[config.mk]
export PLATFORM = sky130hd
export DESIGN_NAME = dual_timer_pair
export DESIGN_NICKNAME = d
export VERILOG_FILES = /design/src/rtl/timer_pkg.sv /design/src/rtl/mc_tick.sv /design/src/rtl/pin_edge.sv /design/src/rtl/tmr_core.sv /design/src/rtl/dual_timer_pair.sv
export SDC_FILE = /design/constraint.sdc
export NUM_CORES = 1
export LEC_CHECK = 0
export ABC_AREA = 1
export BUFFER_PORTS_ARGS = -buffer_cell sky130_fd_sc_hd__buf_2
export CORE_MARGIN = 5
export CORE_UTILIZATION = 46
export CTS_BUF_LIST = sky130_fd_sc_hd__clkbuf_8
export DETAILED_ROUTE_END_ITERATION = 8
export GPL_TIMING_DRIVEN = 0
export PLACE_DENSITY_LB_ADDON = 0.15
export SLEW_MARGIN = 5
export SYNTH_ARGS = -nofsm -noshare
export SYNTH_HDL_FRONTEND = slang
export SYNTH_HIERARCHICAL = 1
export SYNTH_SLANG_ARGS = --single-unit
export TNS_END_PERCENT = 50
[constraint.sdc]
create_clock -name clk -period 4.74 [get_ports clk]
set_input_delay 0.711 -clock clk [delete_from_list [all_inputs] [get_ports clk]]
set_output_delay 0.711 -clock clk [all_outputs]
set_load 0.01 [all_outputs]
[src/rtl/timer_pkg.sv]
package timer_pkg;
    localparam int BYTE_W = 8;
    localparam int ADDR_W = 3;

    typedef enum logic [1:0] {
        TM_13BIT   = 2'b00,
        TM_16BIT   = 2'b01,
        TM_8RELOAD = 2'b10,
        TM_SPLIT   = 2'b11
    } tmode_e;

    localparam logic [ADDR_W-1:0] A_T0_LO = 3'd0;
    localparam logic [ADDR_W-1:0] A_T0_HI = 3'd1;
    localparam logic [ADDR_W-1:0] A_T1_LO = 3'd2;
    localparam logic [ADDR_W-1:0] A_T1_HI = 3'd3;
    localparam logic [ADDR_W-1:0] A_FLAGS = 3'd4;

    typedef struct packed {
        logic [BYTE_W-1:0] hi;
        logic [BYTE_W-1:0] lo;
    } cnt_pair_t;
endpackage

[src/rtl/mc_tick.sv]
module mc_tick #(
    parameter int DIV = 6
) (
    input  logic clk,
    input  logic rst,
    output logic tick
);
    localparam int CW = (DIV > 1) ? $clog2(DIV) : 1;
    logic [CW-1:0] cnt;

    always_ff @(posedge clk) begin
        if (rst || tick) cnt <= '0;
        else             cnt <= cnt + CW'(1);
    end

    assign tick = (cnt == CW'(DIV - 1));

    generate
        if (DIV > 1) begin : g_gap
            // a machine cycle spans several clocks
            a_r8_tick_gap: assert property (@(posedge clk) disable iff (rst)
                tick |=> !tick);
        end
    endgenerate
endmodule

[src/rtl/pin_edge.sv]
module pin_edge (
    input  logic clk,
    input  logic rst,
    input  logic tick,
    input  logic pin,
    output logic fall
);
    logic last;

    always_ff @(posedge clk) begin
        if (rst)       last <= 1'b0;
        else if (tick) last <= pin;
    end

    assign fall = tick && last && !pin;
endmodule

[src/rtl/tmr_core.sv]
module tmr_core
    import timer_pkg::*;
(
    input  logic              clk,
    input  logic              rst,
    input  tmode_e            mode,
    input  logic              split,
    input  logic              inc_lo,
    input  logic              inc_hi,
    input  logic              we_lo,
    input  logic              we_hi,
    input  logic [BYTE_W-1:0] wdata,
    output cnt_pair_t         cnt,
    output logic              ovf_lo,
    output logic              ovf_hi
);
    cnt_pair_t nxt;

    always_comb begin
        nxt    = cnt;
        ovf_lo = 1'b0;
        ovf_hi = 1'b0;
        if (we_lo || we_hi) begin
            if (we_lo) nxt.lo = wdata;
            if (we_hi) nxt.hi = wdata;
        end else if (split) begin
            if (inc_lo) {ovf_lo, nxt.lo} = {1'b0, cnt.lo} + 9'd1;
            if (inc_hi) {ovf_hi, nxt.hi} = {1'b0, cnt.hi} + 9'd1;
        end else if (inc_lo) begin
            case (mode)
                TM_13BIT:
                    {ovf_lo, nxt.hi, nxt.lo[4:0]} = {1'b0, cnt.hi, cnt.lo[4:0]} + 14'd1;
                TM_16BIT:
                    {ovf_lo, nxt.hi, nxt.lo} = {1'b0, cnt.hi, cnt.lo} + 17'd1;
                TM_8RELOAD: begin
                    if (cnt.lo == '1) begin
                        nxt.lo = cnt.hi;
                        ovf_lo = 1'b1;
                    end else begin
                        nxt.lo = cnt.lo + 8'd1;
                    end
                end
                default: ;
            endcase
        end
    end

    always_ff @(posedge clk) begin
        if (rst) cnt <= '0;
        else     cnt <= nxt;
    end

    // counting in reload mode never touches the high byte
    a_r2_reload_hi_kept: assert property (@(posedge clk) disable iff (rst)
        (mode == TM_8RELOAD && !split && !we_hi) |=> $stable(cnt.hi));
    // 13-bit mode leaves the low byte's upper three bits alone
    a_r3_upper_bits_kept: assert property (@(posedge clk) disable iff (rst)
        (mode == TM_13BIT && !split && !we_lo) |=> $stable(cnt.lo[7:5]));
endmodule

[src/rtl/dual_timer_pair.sv]
module dual_timer_pair
    import timer_pkg::*;
#(
    parameter int OSC_DIV = 6
) (
    input  logic        clk,
    input  logic        rst,
    input  logic        bus_we,
    input  logic [2:0]  bus_addr,
    input  logic [7:0]  bus_wdata,
    output logic [7:0]  bus_rdata,
    input  logic [1:0]  t0_mode,
    input  logic        t0_cnt_sel,
    input  logic        t0_gate,
    input  logic        t0_run,
    input  logic        t0_gate_pin,
    input  logic        t0_cnt_pin,
    input  logic        t0_ack,
    input  logic [1:0]  t1_mode,
    input  logic        t1_cnt_sel,
    input  logic        t1_gate,
    input  logic        t1_run,
    input  logic        t1_gate_pin,
    input  logic        t1_cnt_pin,
    input  logic        t1_ack,
    output logic        t0_flag,
    output logic        t1_flag,
    output logic        t1_baud_pulse
);
    logic      tick;
    logic [1:0] cpin, fall, ev, set, ack, tf;
    tmode_e    m0, m1;
    logic      split0, en0, en1;
    cnt_pair_t c0, c1;
    logic      ovf0_lo, ovf0_hi, ovf1_lo, ovf1_hi;
    logic      we_flags;

    assign m0     = tmode_e'(t0_mode);
    assign m1     = tmode_e'(t1_mode);
    assign split0 = (m0 == TM_SPLIT);
    assign cpin   = {t1_cnt_pin, t0_cnt_pin};
    assign ack    = {t1_ack, t0_ack};

    mc_tick #(.DIV(OSC_DIV)) u_tick (.clk(clk), .rst(rst), .tick(tick));

    generate
        for (genvar i = 0; i < 2; i++) begin : g_edge
            pin_edge u_edge (
                .clk(clk), .rst(rst), .tick(tick), .pin(cpin[i]), .fall(fall[i])
            );
        end
    endgenerate

    assign ev[0] = t0_cnt_sel ? fall[0] : tick;
    assign ev[1] = t1_cnt_sel ? fall[1] : tick;

    assign en0 = t0_run && (!t0_gate || t0_gate_pin);
    assign en1 = (m1 != TM_SPLIT) && (split0 || t1_run) && (!t1_gate || t1_gate_pin);

    tmr_core u_t0 (
        .clk(clk), .rst(rst), .mode(m0), .split(split0),
        .inc_lo(en0 && ev[0]), .inc_hi(split0 && t1_run && tick),
        .we_lo(bus_we && bus_addr == A_T0_LO), .we_hi(bus_we && bus_addr == A_T0_HI),
        .wdata(bus_wdata), .cnt(c0), .ovf_lo(ovf0_lo), .ovf_hi(ovf0_hi)
    );

    tmr_core u_t1 (
        .clk(clk), .rst(rst), .mode(m1), .split(1'b0),
        .inc_lo(en1 && ev[1]), .inc_hi(1'b0),
        .we_lo(bus_we && bus_addr == A_T1_LO), .we_hi(bus_we && bus_addr == A_T1_HI),
        .wdata(bus_wdata), .cnt(c1), .ovf_lo(ovf1_lo), .ovf_hi(ovf1_hi)
    );

    assign set[0]   = ovf0_lo;
    assign set[1]   = (split0 ? ovf0_hi : ovf1_lo) | ovf1_hi;
    assign we_flags = bus_we && bus_addr == A_FLAGS;

    generate
        for (genvar i = 0; i < 2; i++) begin : g_flag
            always_ff @(posedge clk) begin
                if (rst)           tf[i] <= 1'b0;
                else if (set[i])   tf[i] <= 1'b1;
                else if (we_flags) tf[i] <= bus_wdata[i];
                else if (ack[i])   tf[i] <= 1'b0;
            end
            // a hardware overflow beats any clear in the same cycle
            a_r10_set_wins: assert property (@(posedge clk) disable iff (rst)
                set[i] |=> tf[i]);
        end
    endgenerate

    always_ff @(posedge clk) begin
        if (rst) t1_baud_pulse <= 1'b0;
        else     t1_baud_pulse <= ovf1_lo;
    end

    assign t0_flag = tf[0];
    assign t1_flag = tf[1];

    always_comb begin
        case (bus_addr)
            A_T0_LO: bus_rdata = c0.lo;
            A_T0_HI: bus_rdata = c0.hi;
            A_T1_LO: bus_rdata = c1.lo;
            A_T1_HI: bus_rdata = c1.hi;
            A_FLAGS: bus_rdata = {6'd0, tf};
            default: bus_rdata = '0;
        endcase
    end

    // Timer 1 in mode 3 holds its bytes unless software writes them
    a_r4_t1_frozen: assert property (@(posedge clk) disable iff (rst)
        (t1_mode == 2'b11 && !(bus_we && (bus_addr == A_T1_LO || bus_addr == A_T1_HI)))
        |=> ($stable(c1.lo) && $stable(c1.hi)));
    // split high byte idles while the Timer 1 run bit is low
    a_r6_split_hi_idle: assert property (@(posedge clk) disable iff (rst)
        (t0_mode == 2'b11 && !t1_run && !(bus_we && bus_addr == A_T0_HI))
        |=> $stable(c0.hi));
    // the baud strobe lasts one clock
    a_r12_baud_single: assert property (@(posedge clk) disable iff (rst)
        t1_baud_pulse |=> !t1_baud_pulse);
endmodule

**Word level (Yosys, flattened, before mapping)**

Cells that the tools add are included.

- Bits in registers: 40
- Output and inout port bits: 11

- Reduce and logical (&&, ||, !) cells: 46
- Add/sub/neg operators: 9
- Muxes and demuxes: 41
- Equal/unequal tests: 18

Operators by type and width:

| operator | number |
|---|---|
| 2-to-1 mux 16 bit | 5 |
| 2-to-1 mux 8 bit | 8 |
| case mux 8 bit (5 select lines) | 1 |
| adder 16 x 1 -> 17 bit (second input constant) | 2 |
| case mux 8 bit (2 select lines) | 2 |
| case mux 5 bit (3 select lines) | 2 |
| adder 13 x 1 -> 14 bit (second input constant) | 2 |
| 2-to-1 mux 1 bit | 19 |
| adder 8 x 1 -> 9 bit (second input constant) | 2 |
| adder 8 x 1 -> 8 bit (second input constant) | 2 |
| equality test 8 bit (second input constant) | 2 |
| logical AND 1 bit | 16 |
| AND reduction 3 bit | 5 |
| nonzero test 3 bit | 5 |
| case mux 3 bit (2 select lines) | 2 |
| nonzero test 4 bit | 3 |
| inequality test 2 x 1 -> 1 bit (second input constant) | 4 |
| equality test 2 bit (second input constant) | 3 |
| equality test 3 x 2 -> 1 bit (second input constant) | 2 |
| equality test 3 bit (second input constant) | 2 |
| logical OR 1 bit | 6 |
| case mux 1 bit (3 select lines) | 2 |
| nonzero test 5 bit | 1 |
| equality test 2 x 1 -> 1 bit (second input constant) | 2 |
| 9 further kinds | 14 |

**Logic depth before layout (Yosys ltp)**

- Depth after elaboration: 9
- Mapped depth: 16

**Cells and area by module**

The synthesis kept the hierarchy.

By module, submodules not included:

| module | sequential area each (sq um) | instances | cells an instance | area an instance (sq um) |
|---|---|---|---|---|
| tmr_core | 320.3 | 2 | 237 | 1507.7 |
| dual_timer_pair | 60.1 | 1 | 110 | 541.8 |
| mc_tick | 60.1 | 1 | 18 | 136.4 |
| pin_edge | 20.0 | 2 | 9 | 52.6 |

**Worst setup path before layout**

OpenSTA, ideal clock, no wires.

- Path type: input to register
- From: input bus_addr[2]
- To: register tf[1], in the netlist t1_flag
- Buffers on the path: 3
- Required time: 4631 ps
- Library setup time: 109 ps
- Arrival: 2061 ps
- Stages on the path: 13
- Slack: 2570 ps
- Cells stage by stage: buf_2 > nor4_1 > nor2_1 > buf_4 > buf_2 > nand3_1 > a21oi_1 > inv_1 > a21oi_1 > nor2_1 > nand3_1 > nand2_1 > inv_1

- Longest elaborated chain between the ends: 6

Ends and longest elaborated chain:

| what | line | RTL |
|---|---|---|
| from (decl) | dual_timer_pair.sv:9 | `input logic [2:0] bus_addr,` |
| equality test 3 x 2 -> 1 bit | dual_timer_pair.sv:70 | `.we_lo(bus_we && bus_addr == A_T1_LO), .we_hi(bus_we && bus_addr == A_T1_HI),` |
| logical AND 1 bit | dual_timer_pair.sv:70 |  |
| logical OR 1 bit * | tmr_core.sv:23 | `if (we_lo \|\| we_hi) begin` |
| 2-to-1 mux 1 bit * | tmr_core.sv:23 |  |
| named net ovf1_lo | dual_timer_pair.sv:35 | `logic ovf0_lo, ovf0_hi, ovf1_lo, ovf1_hi;` |
| 2-to-1 mux 1 bit * | dual_timer_pair.sv:75 | `assign set[1] = (split0 ? ovf0_hi : ovf1_lo) \| ovf1_hi;` |
| nonzero test 3 bit (no line) or 2-to-1 mux 1 bit (tied branches) | n/a |  |
| to (signal, indexed assignment) | dual_timer_pair.sv:83 | `else if (we_flags) tf[i] <= bus_wdata[i];` |
| to (decl) | dual_timer_pair.sv:31 | `logic [1:0] cpin, fall, ev, set, ack, tf;` |

The timed path passes the listed nets; every way through them passes the cells marked *.
A chain may end at the register's enable or synchronous reset.

**Worst setup path after layout**

- From: input bus_addr[2]
- To: output bus_rdata[1]

- Longest elaborated chain between the ends: 2

Ends and longest elaborated chain:

| what | line | RTL |
|---|---|---|
| equality test 3 bit, or another cell as far along | dual_timer_pair.sv:101 | `case (bus_addr)` |
| case mux 8 bit (5 select lines) * | dual_timer_pair.sv:101 |  |
| to (decl) | dual_timer_pair.sv:11 | `output logic [7:0] bus_rdata,` |

Every way passes the cells marked *; elsewhere a longest branch is shown, timed or not.

==> results.sh <==
export IMPL_switching_share_pct=31.84
export IMPL_synth_top_cell_by_area="dfxtp_1"
export IMPL_tritoncts="done"
export IMPL_netSwitchingPower_mw=0.2642
export IMPL_hold_path_class="register to register"
export IMPL_final_util_pct=52.38
export IMPL_hold_slack_ns=0.4560
export IMPL_startpoint_type="input port"
export IMPL_synth_seq_area_share_pct=21.08
export IMPL_drive_gt1_share_pct=19.58
export IMPL_final_cells=779
export IMPL_synth_cell_types=35
export IMPL_ant_nets=0
export IMPL_power_mw=0.8298
export IMPL_first_iter_violations=357
export IMPL_io_pins=41
export IMPL_grt_use_total_pct=22.07
export IMPL_via_per_inst=5.330
export IMPL_synthCells=620
export IMPL_drc_errors=0
export IMPL_setup_violations=0
export IMPL_gp_congestion=0.9785
export IMPL_fin_tns_setup_ns=0
export IMPL_cellPowerDensity_nw_per_um2=194.8
export IMPL_leakage_nw=1.999
export IMPL_clockBufferDepth=2
export IMPL_ys_flop_type="dfxtp_1"
export IMPL_finalCriticalPeriod_ns=2.555
export IMPL_rsz0062_at_grt="no"
export IMPL_die_h_um=100.9
export IMPL_share_seq_of_total_power_pct=45.1
export IMPL_grt_pass1_wl_mm=18.06
export IMPL_hold_violations=0
export IMPL_cts_resized_gates=0
export IMPL_place_hpwl_mm=8.698
export IMPL_antenna_found_initial=0
export IMPL_cts_hold_buf=0
export IMPL_async_reset_ff_share_pct=0
export IMPL_grt_pass1_vias=3830
export IMPL_synth_avg_cell_area_um2=6.127
export IMPL_postPlaceCellArea_um2=4153
export IMPL_register_area_um2=800.8
export IMPL_clock_fmax_mhz=391.4
export IMPL_design_area_um2=4260
export IMPL_yosysMostFrequentCell="nand2_1"
export IMPL_area_growth_pct=12.15
export IMPL_root_buffer="clkbuf_8"
export IMPL_critPathKind="input port to output pin"
export IMPL_synth_seq_cells=40
export IMPL_slew_headroom_pct=64.95
export IMPL_die_area_um2=10180
export IMPL_post_place_ws_ns=2.064
export IMPL_clockPowerShare_pct=34.4
export IMPL_wirelength_mm=10.81
export IMPL_synth_top_area_share_pct=21.08
export IMPL_slew_violations=0
export IMPL_timing_final_ws_setup_ns=2.185
export IMPL_cts_max_level=2
export IMPL_io_buffers=40
export IMPL_path_clk_slew_ns=0.08
export IMPL_initial_utilization_pct=46.70
export IMPL_worst_slew_pin_transition_ns=0.5230
export IMPL_ys_top_cells_by_count="143 x nand2_1, 82 x inv_1, 74 x nor2_1, 44 x a21oi_1, 40 x dfxtp_1"
export IMPL_post_drt_wl_per_cell_um=13.87
export IMPL_grt_ovfl_total=0
export IMPL_synth_area_um2=3799
export IMPL_synth_edf_count=0
export IMPL_rows=33
export IMPL_finalCritPeriodShare_pct=53.90
export IMPL_multi_input_area_um2=2564
export IMPL_critPathCaptureType="output pin"
export IMPL_antenna_cells=0
export IMPL_clock_sinks=40
export IMPL_cts_setup_buffers=0
export IMPL_status="finished clean"
export IMPL_numCtsBuffers=5
export IMPL_internal_power_mw=0.5656
export IMPL_insertion_delay_ns=0.30
export IMPL_core_area_um2=8134
export IMPL_vdd_ir_drop_max_mv=0.1120
export IMPL_pwr_share_comb_pct=20.5
export IMPL_grt_max_degree=13
export IMPL_cp_arrival_ns=1.84
export IMPL_fillers=882
export IMPL_cap_violations=0
export IMPL_fp_dieW_um=100.9
export IMPL_ys_top_cells_by_area="dfxtp_1 21%, nand2_1 14%, inv_1 8.1%"
export IMPL_ys_warn_count=6
export IMPL_final_nets=717
export IMPL_drt_pass1_iter_count=5
export IMPL_placedCellCount=771
export IMPL_vias=4152
export IMPL_worstPathMaxFanout=10
export IMPL_worstPathRequired_ns=4.03
export IMPL_finClkSkew_ns=0.005414
## power by group through the flow
stage               sequential [mW]  clock (mW)  combinational, mW
finish                        0.374       0.285              0.170
detailed placement            0.382           0              0.168
global route                  0.378       0.304              0.192
floorplan                     0.374           0              0.118
CTS                           0.374       0.293              0.169
global placement              0.382           0              0.165
## worst max-delay path: stages
cell and delay, ns:
buf_2 0.12, buf_2 0.18, nor3_2 0.42, nand2_1 0.09, nand2_1 0.09, nor2_1 0.04, nand2_1 0.06, buf_2 0.13
## state kept, by name, indices dropped and copies added (netlist names)
| register | cells |
|---|---|
| t1_flag | 1 |
| u_t0/cnt | 16 |
| g_edge.u_edge/last | 2 |
| u_tick/cnt | 3 |
| u_t1/cnt | 16 |
| t0_flag | 1 |
| t1_baud_pulse | 1 |
## routing by layer
layer | up-vias | wire length (um) | global-route usage (%)
li1 | 2094 | - | -
met1 | 1872 | 5061 | 31.61
met2 | 167 | 4742 | 33.67
met3 | 19 | 793 | 3.253
met4 | 0 | 207 | 7.565
met5 | - | 0 | 0
## final timing paths
check	depth (start not counted)	start	end	slack, ns
setup reg to reg	14	u_tick/cnt[0]	u_t1/cnt[1]	2.50
hold reg to reg	1	u_tick/cnt[0]	u_tick/cnt[0]	0.46
hold / removal	1	u_tick/cnt[0]	u_tick/cnt[0]	0.46
setup / recovery	8	bus_addr[2]	bus_rdata[1]	2.19
## layout by cell type, fill, tap and decap left out
cell and instances:
nor2_4 8, a31oi_1 2, o21ai_2 4, buf_6 4
nand3_4 2, clkinv_2 1, nand2_2 15, bufinv_16 1
ha_1 14, xnor2_1 10, nand3_2 14, nor2_2 6
buf_4 2, nor4_1 2, a21oi_1 44, a21oi_2 4
nor3_1 10, nor3_2 1, nand4_1 14, nand2_4 2
nand3_1 38, nand3b_1 1, xor2_1 2, dfxtp_1 40
nor3_4 4, clkinv_1 3, nand2_1 143, o2111ai_2 2
clkbuf_8 5, conb_1 7, o21a_1 1, o21ai_0 18
inv_1 83, nor2_1 74, inv_2 12, o21ai_1 34
buf_1 2, buf_2 45
## logic make-up after synthesis
| kind of cell | Yosys count | share of synthesized area (%) |
|---|---|---|
| simple gates | 334 | 43.61 |
| buf+inv | 110 | 12.02 |
| compound gates | 109 | 15.81 |
| flops | 40 | 21.08 |
| fa+ha+maj | 14 | 4.611 |
| xor+xnor | 12 | 2.767 |
| other cells | 1 | 0.09872 |
## area by class of cell
cell class,instances,share of cell area [%]
Multi-Input combinational cell,476,60.18
Sequential cell,40,18.80
Inverter,97,8.546
Timing Repair Buffer,40,4.699
Tap cell,105,3.084
Buffer,13,2.173
Clock buffer,5,1.615
Clock inverter,3,0.9104
Power figures use the tool's default switching activity.
